==> config.mk <==
export PLATFORM = sky130hd
export DESIGN_NAME = svc_watchdog
export DESIGN_NICKNAME = d
export VERILOG_FILES = /design/src/rtl/wdg_pkg.sv /design/src/rtl/wdg_edge_sync.sv /design/src/rtl/wdg_cycle_timer.sv /design/src/rtl/wdg_ctrl_fsm.sv /design/src/rtl/svc_watchdog.sv
export SDC_FILE = /design/constraint.sdc
export NUM_CORES = 1
export LEC_CHECK = 0
export ABC_AREA = 1
export CAP_MARGIN = 5
export CORE_UTILIZATION = 30
export CTS_CLUSTER_DIAMETER = 200
export DETAILED_ROUTE_END_ITERATION = 10
export HOLD_SLACK_MARGIN = 0.02
export PLACE_DENSITY = 0.46
export SETUP_SLACK_MARGIN = 0.5
export SLEW_MARGIN = 20
export SYNTH_ARGS = -nofsm -noshare
export SYNTH_HDL_FRONTEND = slang
export SYNTH_SLANG_ARGS = --single-unit
==> constraint.sdc <==
create_clock -name clk -period 3.1 [get_ports clk]
set_input_delay 0.31 -clock clk [delete_from_list [all_inputs] [get_ports clk]]
set_output_delay 0.31 -clock clk [all_outputs]
set_load 0.02 [all_outputs]
==> src/rtl/wdg_pkg.sv <==
package wdg_pkg;

    typedef enum logic [1:0] {
        WD_IDLE  = 2'd0,
        WD_BOOT  = 2'd1,
        WD_RUN   = 2'd2,
        WD_FIRED = 2'd3
    } wd_state_e;

endpackage

==> src/rtl/wdg_edge_sync.sv <==
module wdg_edge_sync #(
    parameter int STAGES = 2
) (
    input  logic clk,
    input  logic async_in,
    output logic edge_o
);
    // pipe[STAGES-1] is the synchronized level, pipe[STAGES] the previous one
    logic [STAGES:0] pipe;

    always_ff @(posedge clk) begin
        pipe[0] <= async_in;
    end

    for (genvar g = 1; g <= STAGES; g++) begin : g_stage
        always_ff @(posedge clk) begin
            pipe[g] <= pipe[g-1];
        end
    end

    assign edge_o = pipe[STAGES] ^ pipe[STAGES-1];

endmodule

==> src/rtl/wdg_cycle_timer.sv <==
module wdg_cycle_timer #(
    parameter int LONG_CYC  = 40,
    parameter int SHORT_CYC = 12
) (
    input  logic clk,
    input  logic clr,
    input  logic en,
    input  logic short_sel,
    output logic hit_o
);
    localparam int CW = $clog2(LONG_CYC + 1);
    localparam logic [CW-1:0] LONG_LAST  = CW'(LONG_CYC - 1);
    localparam logic [CW-1:0] SHORT_LAST = CW'(SHORT_CYC - 1);

    logic [CW-1:0] cnt;
    logic [CW-1:0] last;

    assign last  = short_sel ? SHORT_LAST : LONG_LAST;
    assign hit_o = en && (cnt == last);

    always_ff @(posedge clk) begin
        if (clr) begin
            cnt <= '0;
        end else if (en) begin
            cnt <= cnt + 1'b1;
        end
    end

endmodule

==> src/rtl/wdg_ctrl_fsm.sv <==
module wdg_ctrl_fsm
    import wdg_pkg::*;
(
    input  logic clk,
    input  logic rst_active,
    input  logic rst_release,
    input  logic svc_edge,
    input  logic tmr_hit,
    output logic tmr_clr,
    output logic tmr_en,
    output logic short_sel,
    output logic expire_o
);
    wd_state_e st, nxt;

    always_comb begin
        nxt = st;
        unique case (st)
            WD_IDLE:  if (rst_release) nxt = WD_BOOT;
            WD_BOOT:  begin
                if (rst_release)   nxt = WD_BOOT;
                else if (svc_edge) nxt = WD_RUN;
                else if (tmr_hit)  nxt = WD_FIRED;
            end
            WD_RUN:   begin
                if (rst_release)   nxt = WD_BOOT;
                else if (svc_edge) nxt = WD_RUN;
                else if (tmr_hit)  nxt = WD_FIRED;
            end
            WD_FIRED: nxt = rst_release ? WD_BOOT : WD_IDLE;
            default:  nxt = WD_IDLE;
        endcase
        if (rst_active) nxt = WD_IDLE;
    end

    always_ff @(posedge clk) begin
        st <= nxt;
    end

    always_comb begin
        tmr_en    = (st == WD_BOOT) || (st == WD_RUN);
        short_sel = (st == WD_RUN);
        tmr_clr   = rst_active || rst_release || svc_edge || (nxt != st) || !tmr_en;
        expire_o  = (st == WD_FIRED);
    end

    p_idle_in_reset_r1: assert property (@(posedge clk) disable iff (rst_active)
        $past(rst_active) |-> (st == WD_IDLE && !expire_o));

    p_fire_from_window_r2: assert property (@(posedge clk) disable iff (rst_active)
        expire_o |-> ($past(st) == WD_BOOT || $past(st) == WD_RUN));

    p_kick_ends_boot_r4: assert property (@(posedge clk) disable iff (rst_active)
        (st == WD_BOOT && svc_edge && !rst_release) |=> (st == WD_RUN));

    p_kick_beats_limit_r6: assert property (@(posedge clk) disable iff (rst_active)
        (st == WD_RUN && svc_edge && !rst_release) |=> !expire_o);

    p_single_pulse_r7: assert property (@(posedge clk) disable iff (rst_active)
        expire_o |=> !expire_o);

    p_release_reboots_r8: assert property (@(posedge clk) disable iff (rst_active)
        rst_release |=> (st == WD_BOOT));

endmodule

==> src/rtl/svc_watchdog.sv <==
module svc_watchdog #(
    parameter int BOOT_CYC    = 40,
    parameter int RUN_CYC     = 12,
    parameter int SYNC_STAGES = 2
) (
    input  logic clk,
    input  logic rst_active,
    input  logic rst_release,
    input  logic svc_in,
    output logic expire_o
);
    logic svc_edge;
    logic tmr_clr;
    logic tmr_en;
    logic short_sel;
    logic tmr_hit;

    wdg_edge_sync #(.STAGES(SYNC_STAGES)) u_sync (
        .clk      (clk),
        .async_in (svc_in),
        .edge_o   (svc_edge)
    );

    wdg_cycle_timer #(.LONG_CYC(BOOT_CYC), .SHORT_CYC(RUN_CYC)) u_timer (
        .clk       (clk),
        .clr       (tmr_clr),
        .en        (tmr_en),
        .short_sel (short_sel),
        .hit_o     (tmr_hit)
    );

    wdg_ctrl_fsm u_fsm (
        .clk         (clk),
        .rst_active  (rst_active),
        .rst_release (rst_release),
        .svc_edge    (svc_edge),
        .tmr_hit     (tmr_hit),
        .tmr_clr     (tmr_clr),
        .tmr_en      (tmr_en),
        .short_sel   (short_sel),
        .expire_o    (expire_o)
    );

endmodule

==> summary.md, run 1 <==
| Metric | Value |
|---|---|
| Status | `finished clean` |
| Crit path DAT | `1470 ps` |
| Final hold slack | `328 ps` |
| Core region area | `1730 um^2` |
| Final clock skew | `1.58 ps` |
| Sink Count | `11` |
| PortBufs | `4` |
| Vias in the first global route | `426` |
| Final setup violation count | `0` |
| CP peak stage delay | `600 ps` |
| Rows | `15` |
| CP Launch Type | `flop` |
| Cell Chain, Critical Path | `ha_1 -> clkdlybuf4s50_1` |
| DR DRC count | `0` |
| Clock Path Buffers | `2` |
| Yosys top cell area share | `39.6%` |
| Number of I/O pins | `5` |
| Detail Route Antenna Nets | `0` |
| Most used flip-flop cell after synthesis | `dfxtp_1` |
| Grt ovf | `0` |
| Rel. slew slack | `85.3%` |
| Fin crit period | `1780 ps` |
| Die width | `45.0 um` |
| WP buf/inv | `1` |
| Pre-antenna DRT Iters | `4` |
| Vias | `450` |
| Reg-to-reg slack, setup | `1350 ps` |
| Initial antenna violation count | `0` |
| Wire length per cell | `8.58 um` |
| FF-to-FF path depth | `11` |
| Clk pwr share | `33.5%` |
| CTS Hold Buffers Added | `0` |
| Syn. warnings | `0` |
| P_sw | `75.2 uW` |
| Post-Synthesis Cell Area | `556 um^2` |
| Reg clk slew, reported paths | `70 ps` |
| Sequential cell area | `220 um^2` |
| Fin cells | `110` |
| Num CTS Buffers | `3` |
| Tot Pwr | `289 uW` |
| Setup TNS | `0 ps` |
| Worst path slowest cell | `clkdlybuf4s50_1` |
| Filler Cell Count | `204` |
| Post-CTS sizing | `0` |
| Nets@finish | `94` |
| Sequential cell area fraction in the yosys report | `39.6%` |
| Register bit count reported by yosys | `11` |
| # Post-CTS Setup Buffers | `0` |
| Pins over their slew limit | `0` |
| Gr usage total | `12.3%` |
| Syn Nets | `85` |
| Period utilisation layout | `57.6%` |
| Clk root buf | `clkbuf_4` |
| Synth cell count leaders | `16 x nand2_1, 16 x nor2_1, 12 x inv_1` |
| CP max FO | `5` |
| Cell Pwr Density | `443 nW/um^2` |
| Synth area leader | `dfxtp_1` |
| RSZ-0062 raised after global routing | `no` |
| CP Capture Type | `output pin` |
| Combinational share of power | `14.7%` |
| Iter 0 DRT Violations | `4` |
| Initial Util | `32.2%` |
| RR Startpoint | `u_fsm.st[1]` |
| CTS tree | `done` |
| Placement Cell Area | `627 um^2` |
| H-tree levels | `1` |
| Final worst slack | `1320 ps` |
| Die area | `2030 um^2` |
| DIE HEIGHT | `45.0 um` |
| Fraction of layout cells with a size suffix above 1 | `9.41%` |
| Avg Inst Size Synth | `7.21 um^2` |
| Worst R2R End | `u_timer.cnt[3]` |
| Post-synth EDFFs | `0` |
| RD Place Congestion | `0.770` |
| Hpwl dp | `746 um` |
| Finished Cell Area | `653 um^2` |
| Count of final hold-check violations | `0` |
| Inserted Diodes | `0` |
| HP Start | `u_sync.pipe[0]` |
| Pre-CTS setup slack | `1340 ps` |
| Static leakage | `0.285 nW` |
| Area of the multi-input gates | `290 um^2` |
| Post-Place Cells | `106` |
| Post-Route WL | `944 um` |
| Slew @ Worst Pin | `220 ps` |
| Leading post-synthesis cells by cell area | `dfxtp_1 40%, nand2_1 11%, nor2_1 11%` |
| CP top delay family | `buffers and inverters` |
| Flop pwr share | `51.8%` |
| Hold Path Stages | `0` |
| Pint | `214 uW` |
| First-pass GRT wire length | `1790 um` |
| Synthesized instance count | `77` |
| VDD IR max | `222 uV` |
| Largest net degree at the start of global routing | `7` |
| Maxcap violations | `0` |
| Worst EP required | `2790 ps` |
| Count of cell types in the netlist | `14` |
| Asr flop ratio synth | `0%` |
| Clk Latency, worst-skew pair | `270 ps` |
| Sw Share | `26.0%` |
| Fin util | `37.8%` |
| Min-Delay Path Class | `flop to flop` |
| Synth-to-layout area growth | `17.6%` |
| DR vias/cell | `4.09` |
| Maximum clock rate | `560 MHz` |
| Class of the most critical setup path | `flop to output pin` |
| Hold worst-path end | `u_sync.pipe[1]` |
[routing by layer]
| metal | share of wire (%) | wire, um | global-route usage [%] |
|---|---|---|---|
| met3 | 4.1 | 39 | 3.60 |
| met5 | 0 | 0 | 0 |
| met2 | 42 | 396 | 17.1 |
| met4 | 2.6 | 25 | 7.27 |
| met1 | 51 | 482 | 16.7 |
[power by group through the flow]
stage	combinational [mW]	sequential (mW)	clock [mW]
6_report	0.0424	0.150	0.0969
5_1_grt	0.0504	0.151	0.111
4_1_cts	0.0433	0.150	0.102
3_5_place_dp	0.0430	0.153	0
3_3_place_gp	0.0434	0.153	0
2_1_floorplan	0.0316	0.152	0
[logic make-up after synthesis]
logic type	count (synthesis)	synth area share (%)
and+or+nand+nor	42	33.3
AOI/OAI and AO/OA	4	3.60
DFF	11	39.6
adders and majority gates	4	9.01
buffers and inverters	12	8.11
xor gates and xnor gates	4	6.31
[cells in the final DEF (no fill, tap or decap)]
cell,Yosys,layout
nand3_2,2,2
nor2_2,1,1
clkbuf_4,0,3
clkbuf_1,0,1
xor2_1,2,2
nand3_1,4,4
a21oi_1,2,2
clkdlybuf4s50_1,0,4
inv_1,12,12
dfxtp_1,11,11
o21ai_1,2,2
xnor2_1,2,2
nor2_1,16,16
nand2_2,2,2
nand2_1,16,16
ha_1,4,4
and2_1,1,1
[flip-flops by register name (all words and copies together), names as in the netlist]
name,cells
u_fsm.st,2
u_sync.pipe,3
u_timer.cnt,6
[how the worst max path moves through the flow]
stage | startpoint | end | cells past startpoint
after floorplan | u_fsm.st[1] | u_timer.cnt[2] | 11
after global placement | u_fsm.st[1] | u_timer.cnt[3] | 11
after detailed placement | u_fsm.st[1] | u_timer.cnt[3] | 11
after CTS | u_fsm.st[1] | expire_o | 2
after global routing | u_fsm.st[1] | u_timer.cnt[3] | 11
final | u_fsm.st[1] | expire_o | 2
[final cells by class]
class / count / share of cell area, %
Clock buffer: 4 / 4.02
Sequential cell: 11 / 33.7
Multi-Input combinational cell: 54 / 44.4
Timing Repair Buffer: 4 / 6.13
Inverter: 12 / 6.90
Tap cell: 25 / 4.79
No activity file was read; power rests on OpenSTA's default activity.
==> run 2, diff against run 1 <==
==> constraint.sdc (replaced) <==
create_clock -name clk -period 1.85 [get_ports clk]
set_input_delay 0.185 -clock clk [delete_from_list [all_inputs] [get_ports clk]]
set_output_delay 0.185 -clock clk [all_outputs]
set_load 0.02 [all_outputs]
==> run 2 against run 1 <==
Largest power group unchanged. Count of clock-buffer cells in the layout unchanged. Die area unchanged. Largest cell class unchanged. Routed wire length increased by 12%. Clock skew increased by 6.6 ps.
==> summary.md, run 2 (synthesis results as in run 1) <==
| Metric | Value |
|---|---|
| RSZ-0062 raised after global routing | `yes` |
| Pre-antenna DRT Iters | `3` |
| Clock Path Buffers | `2` |
| Regs by FF count | `u_timer.cnt x6, u_sync.pipe x3, u_fsm.st x2` |
| First-pass GRT wire length | `1770 um` |
| CP Capture Type | `flop` |
| Vias | `464` |
| Fin cells | `114` |
| CTS tree | `done` |
| Clk root buf | `clkbuf_4` |
| Most common cell after layout, fill and taps aside | `nor2_1` |
| RD Place Congestion | `0.817` |
| Fin util | `42.2%` |
| Pins over their slew limit | `0` |
| Post-Place Cells | `106` |
| CP max FO | `6` |
| Worst EP required | `2000 ps` |
| Class of the most critical setup path | `flop to flop` |
| Nets@finish | `98` |
| Status | `finished clean` |
| Vias in the first global route | `442` |
| Biggest register | `u_timer.cnt` |
| Synth-to-layout area growth | `31.1%` |
| Number of I/O pins | `5` |
| Reg clk slew, reported paths | `60 ps` |
| Maxcap violations | `0` |
| Count of final hold-check violations | `0` |
| Fin crit period | `1500 ps` |
| Crit path DAT | `1650 ps` |
| CP Launch Type | `flop` |
| Slew @ Worst Pin | `222 ps` |
| H-tree levels | `1` |
| Gr usage total | `12.5%` |
| Initial antenna violation count | `0` |
| Num CTS Buffers | `3` |
| Final clock skew | `8.17 ps` |
| Largest net degree at the start of global routing | `7` |
| Max FFs per register | `6` |
| Hpwl dp | `775 um` |
| Die area | `2030 um^2` |
| Initial Util | `32.2%` |
| PortBufs | `4` |
| DR vias/cell | `4.07` |
| Sink Count | `11` |
| M1 wire length | `510 um` |
| Filler Cell Count | `194` |
| Wire length per cell | `9.31 um` |
| Final setup violation count | `0` |
| Iter 0 DRT Violations | `3` |
| Inserted Diodes | `0` |
| Cell Pwr Density | `705 nW/um^2` |
| Setup TNS | `0 ps` |
| VDD IR max | `476 uV` |
| Min-Delay Path Class | `flop to flop` |
| Maximum clock rate | `668 MHz` |
| Period utilisation layout | `81.0%` |
| Grt ovf | `0` |
| Detail Route Antenna Nets | `0` |
| DR DRC count | `0` |
| Routed met3 length | `27 um` |
| DR top layer | `met3` |
| Fraction of layout cells with a size suffix above 1 | `24.7%` |
| Post-Route WL | `1060 um` |
| Most frequent cells in the layout | `15 x nor2_1, 13 x nand2_1, 10 x inv_1, 9 x dfxtp_1` |
| Rel. slew slack | `85.2%` |
| Clk Latency, worst-skew pair | `270 ps` |
| Static leakage | `0.323 nW` |
| DIE HEIGHT | `45.0 um` |
| Die width | `45.0 um` |
| Metal2 WL | `523 um` |
| Core region area | `1730 um^2` |
| Rows | `15` |
run 2: cell count changes in the layout (fill, tap and decap cells not counted), moves of 2 or more:
cell     previous run  this run
buf_4               0         4
nand2_1            16        13
dfxtp_1            11         9
dfxtp_2             0         2
inv_1              12        10
nand2_2             2         4
nor2_4              0         2
run 2: layout make-up:
type | count | area (um^2) | area share, %
Multi-Input combinational cell | 54 | 335 | 46.0
Clock buffer | 4 | 26.3 | 3.61
Tap cell | 25 | 31.3 | 4.30
Sequential cell | 11 | 223 | 30.6
Inverter | 12 | 47.5 | 6.53
Timing Repair Buffer | 8 | 65.1 | 8.93
run 2: layer usage:
metal,global-route usage (%),vias to the layer above
met4,3.64,0
met3,6.00,0
met2,19.1,4
met5,0,-
li1,-,260
met1,15.5,200
run 2: report_power, final:
part / internal (mW) / switching [mW] / total, mW
logic: 0.0503 / 0.0535 / 0.104
clock network: 0.0833 / 0.0747 / 0.158
registers: 0.246 / 0.00562 / 0.252
total: 0.379 / 0.134 / 0.513
run 2: path summary, 6_finish.rpt:
kind | start | end | slack (ps) | cells past startpoint
worst max-delay path | u_fsm.st[0] | u_timer.cnt[0] | 350 | 11
worst min-delay path | u_sync.pipe[0] | u_sync.pipe[1] | 330 | 0
worst max register to register | u_fsm.st[0] | u_timer.cnt[0] | 350 | 11
worst min register to register | u_sync.pipe[0] | u_sync.pipe[1] | 330 | 0
run 2: metrics by stage:
step,hold WS (ps),setup slack [ps],power [mW],area (um^2)
global route,344,233,0.545,728
CTS,338,360,0.514,699
floorplan,213,475,0.317,571
detailed placement,319,285,0.338,642
global placement,330,279,0.339,642
finish,333,352,0.513,728
run 2: critical path, cell delays in order (launching register included):
cell     delay (ps)
dfxtp_2         350
inv_4            50
ha_4            300
nand2_4          60
nor2_4           80
nand2_2          70
nor2_4          100
nand2_2          60
nand2_2          60
nand3_2          90
nand3_4         120
nor2_1           50
run 2: repair_timing:
item                       4_1_cts  5_1_grt
pin swaps                        4        4
hold buffers                     0        0
gates resized for setup          3        9
setup endpoints to repair        8        8
setup buffers                    3        1
==> run 3, diff against run 2 <==
==> constraint.sdc (replaced) <==
create_clock -name clk -period 1.4 [get_ports clk]
set_input_delay 0.14 -clock clk [delete_from_list [all_inputs] [get_ports clk]]
set_output_delay 0.14 -clock clk [all_outputs]
set_load 0.02 [all_outputs]
==> run 3 against run 2 <==
The run now ends with setup timing left. Non-clock buffer count up 6. Critical path depth down 1. Fmax down 3.5%. Sequential share of layout area down 3.2 points. Worst hold slack worse by 25 ps. Final area up 12%. Cell count up 5.3%. Combinational power up 72%. Power up 42%. Via count up 8.4%. Count of clock-buffer cells in the layout down 1. Critical path type unchanged. Largest cell class unchanged.
==> summary.md, run 3 (synthesis results as in run 1) <==
| Metric | Value |
|---|---|
| Status | `complete, but fails checks` |
| Failing checks | `setup timing` |
| Sw Share | `28.0%` |
| Setup TNS | `-883 ps` |
| Wire length per cell | `9.03 um` |
| Static leakage | `0.352 nW` |
| Maximum clock rate | `644 MHz` |
| Period utilisation layout | `111%` |
| Placement Cell Area | `687 um^2` |
| Iter 0 DRT Violations | `7` |
| Post-Place Cells | `112` |
| Worst EP required | `1570 ps` |
| Tot Pwr | `727 uW` |
| Synth-to-layout area growth | `46.6%` |
| Maxcap violations | `0` |
| Fin crit period | `1550 ps` |
| Detail Route Antenna Nets | `0` |
| Rel. slew slack | `86.5%` |
| Initial Util | `32.2%` |
| Most frequent cells in the layout | `14 x nand2_1, 11 x nor2_1, 9 x inv_1, 9 x dfxtp_1, 7 x buf_4` |
| Class of the most critical setup path | `flop to flop` |
| Sink Count | `11` |
| Most common cell after layout, fill and taps aside | `nand2_1` |
| Regs by FF count | `u_timer.cnt x6, u_sync.pipe x3, u_fsm.st x2` |
| Max FFs per register | `6` |
| Pre-antenna DRT Iters | `3` |
| First-pass GRT wire length | `1640 um` |
| Vias | `503` |
| Die width | `45.0 um` |
| Rows | `15` |
| Number of I/O pins | `5` |
| Min-Delay Path Class | `input port to flop` |
| DR DRC count | `0` |
| Die area | `2030 um^2` |
| PortBufs | `4` |
| Clk Latency, worst-skew pair | `270 ps` |
| Flop pwr share | `45.4%` |
| P_sw | `204 uW` |
| Combinational share of power | `24.6%` |
| Clock Path Buffers | `2` |
| RSZ-0062 raised after global routing | `yes` |
| Core region area | `1730 um^2` |
| CP Launch Type | `flop` |
| Slew @ Worst Pin | `201 ps` |
| Clk pwr share | `30.0%` |
| Biggest register | `u_timer.cnt` |
| Hpwl dp | `762 um` |
| Vias in the first global route | `423` |
| Clk root buf | `clkbuf_4` |
| Nets@finish | `104` |
| Final worst slack | `-152 ps` |
| H-tree levels | `1` |
| CP Capture Type | `flop` |
| DIE HEIGHT | `45.0 um` |
| VDD IR max | `464 uV` |
| CTS tree | `done` |
| Num CTS Buffers | `3` |
| Final clock skew | `6.45 ps` |
| Pins over their slew limit | `0` |
| Final setup violation count | `7` |
| CP max FO | `6` |
| Finished Cell Area | `815 um^2` |
| Reg clk slew, reported paths | `80 ps` |
| Crit path DAT | `1720 ps` |
| Grt ovf | `0` |
| Gr usage total | `11.4%` |
| Initial antenna violation count | `0` |
| Fraction of layout cells with a size suffix above 1 | `38.9%` |
| Count of final hold-check violations | `0` |
| Inserted Diodes | `0` |
| Post-Route WL | `1080 um` |
| Fin cells | `120` |
| Cell Pwr Density | `893 nW/um^2` |
| RD Place Congestion | `0.756` |
| Largest net degree at the start of global routing | `8` |
| Pint | `523 uW` |
| Final hold slack | `309 ps` |
| DR vias/cell | `4.19` |
-- run 3: cell types whose count changed in the layout (fill, tap and decap cells not counted), sizes merged --
cell    change
clkbuf      -2
buf         +7
clkinv      +1
-- run 3: repair_timing --
| action | CTS | global route |
|---|---|---|
| hold buffers | 0 | 0 |
| cloned | 0 | 0 |
| buffers inserted | 1 | 3 |
| setup endpoints to repair | 9 | 9 |
| pin swaps | 4 | 10 |
| resized for setup | 13 | 12 |
| endpoints found under the hold margin | 0 | 0 |
-- run 3: power by group through the flow --
stage	combinational [mW]	sequential, mW	clock [mW]
finish	0.179	0.330	0.218
CTS	0.142	0.330	0.231
global placement	0.130	0.338	0
detailed placement	0.129	0.338	0
global route	0.195	0.332	0.242
floorplan	0.0806	0.339	0
-- run 3: routing by layer --
metal | routed length, um | vias to the layer above | global-route usage (%) | share of wire [%]
met4 | 0 | 0 | 1.82 | 0
met1 | 503 | 228 | 13.8 | 46
met2 | 536 | 6 | 18.3 | 49
met5 | 0 | - | 0 | 0
met3 | 43 | 0 | 6.00 | 4.0
li1 | - | 269 | - | -
-- run 3: metrics by stage --
step	worst slack [ps]	utilization (%)
after floorplan	24.9	-
after global placement	-83.4	39.8
after detailed placement	-83.4	39.8
after CTS	-74.2	43.6
after global routing	-238	47.2
final	-152	47.2
-- run 3: final cells by class --
cell class	count	area, um^2
clock inverters	1	5.00
flip-flops and latches	11	223
fillers	194	912
repair buffers	14	128
inverters	12	45.0
multi-input cells	54	360
well taps	25	31.3
clock buffers	3	22.5
-- run 3: final timing paths --
kind / slack (ps) / endpoint / start / cells past startpoint
worst max-delay path: -150 / u_timer.cnt[0] / u_fsm.st[0] / 10
worst min-delay path: 310 / u_sync.pipe[0] / svc_in / 1
worst max register to register: -150 / u_timer.cnt[0] / u_fsm.st[0] / 10
worst min register to register: 330 / u_sync.pipe[1] / u_sync.pipe[0] / 0
-- run 3: critical path: stages (launching register included) --
cell and delay, ps:
dfxtp_2 340, inv_2 50, ha_4 300, buf_4 140
nor2_2 40, nor2_1 90, nor2_1 70, a21oi_2 150
nand3_2 110, nand3_4 130, nor2_1 50
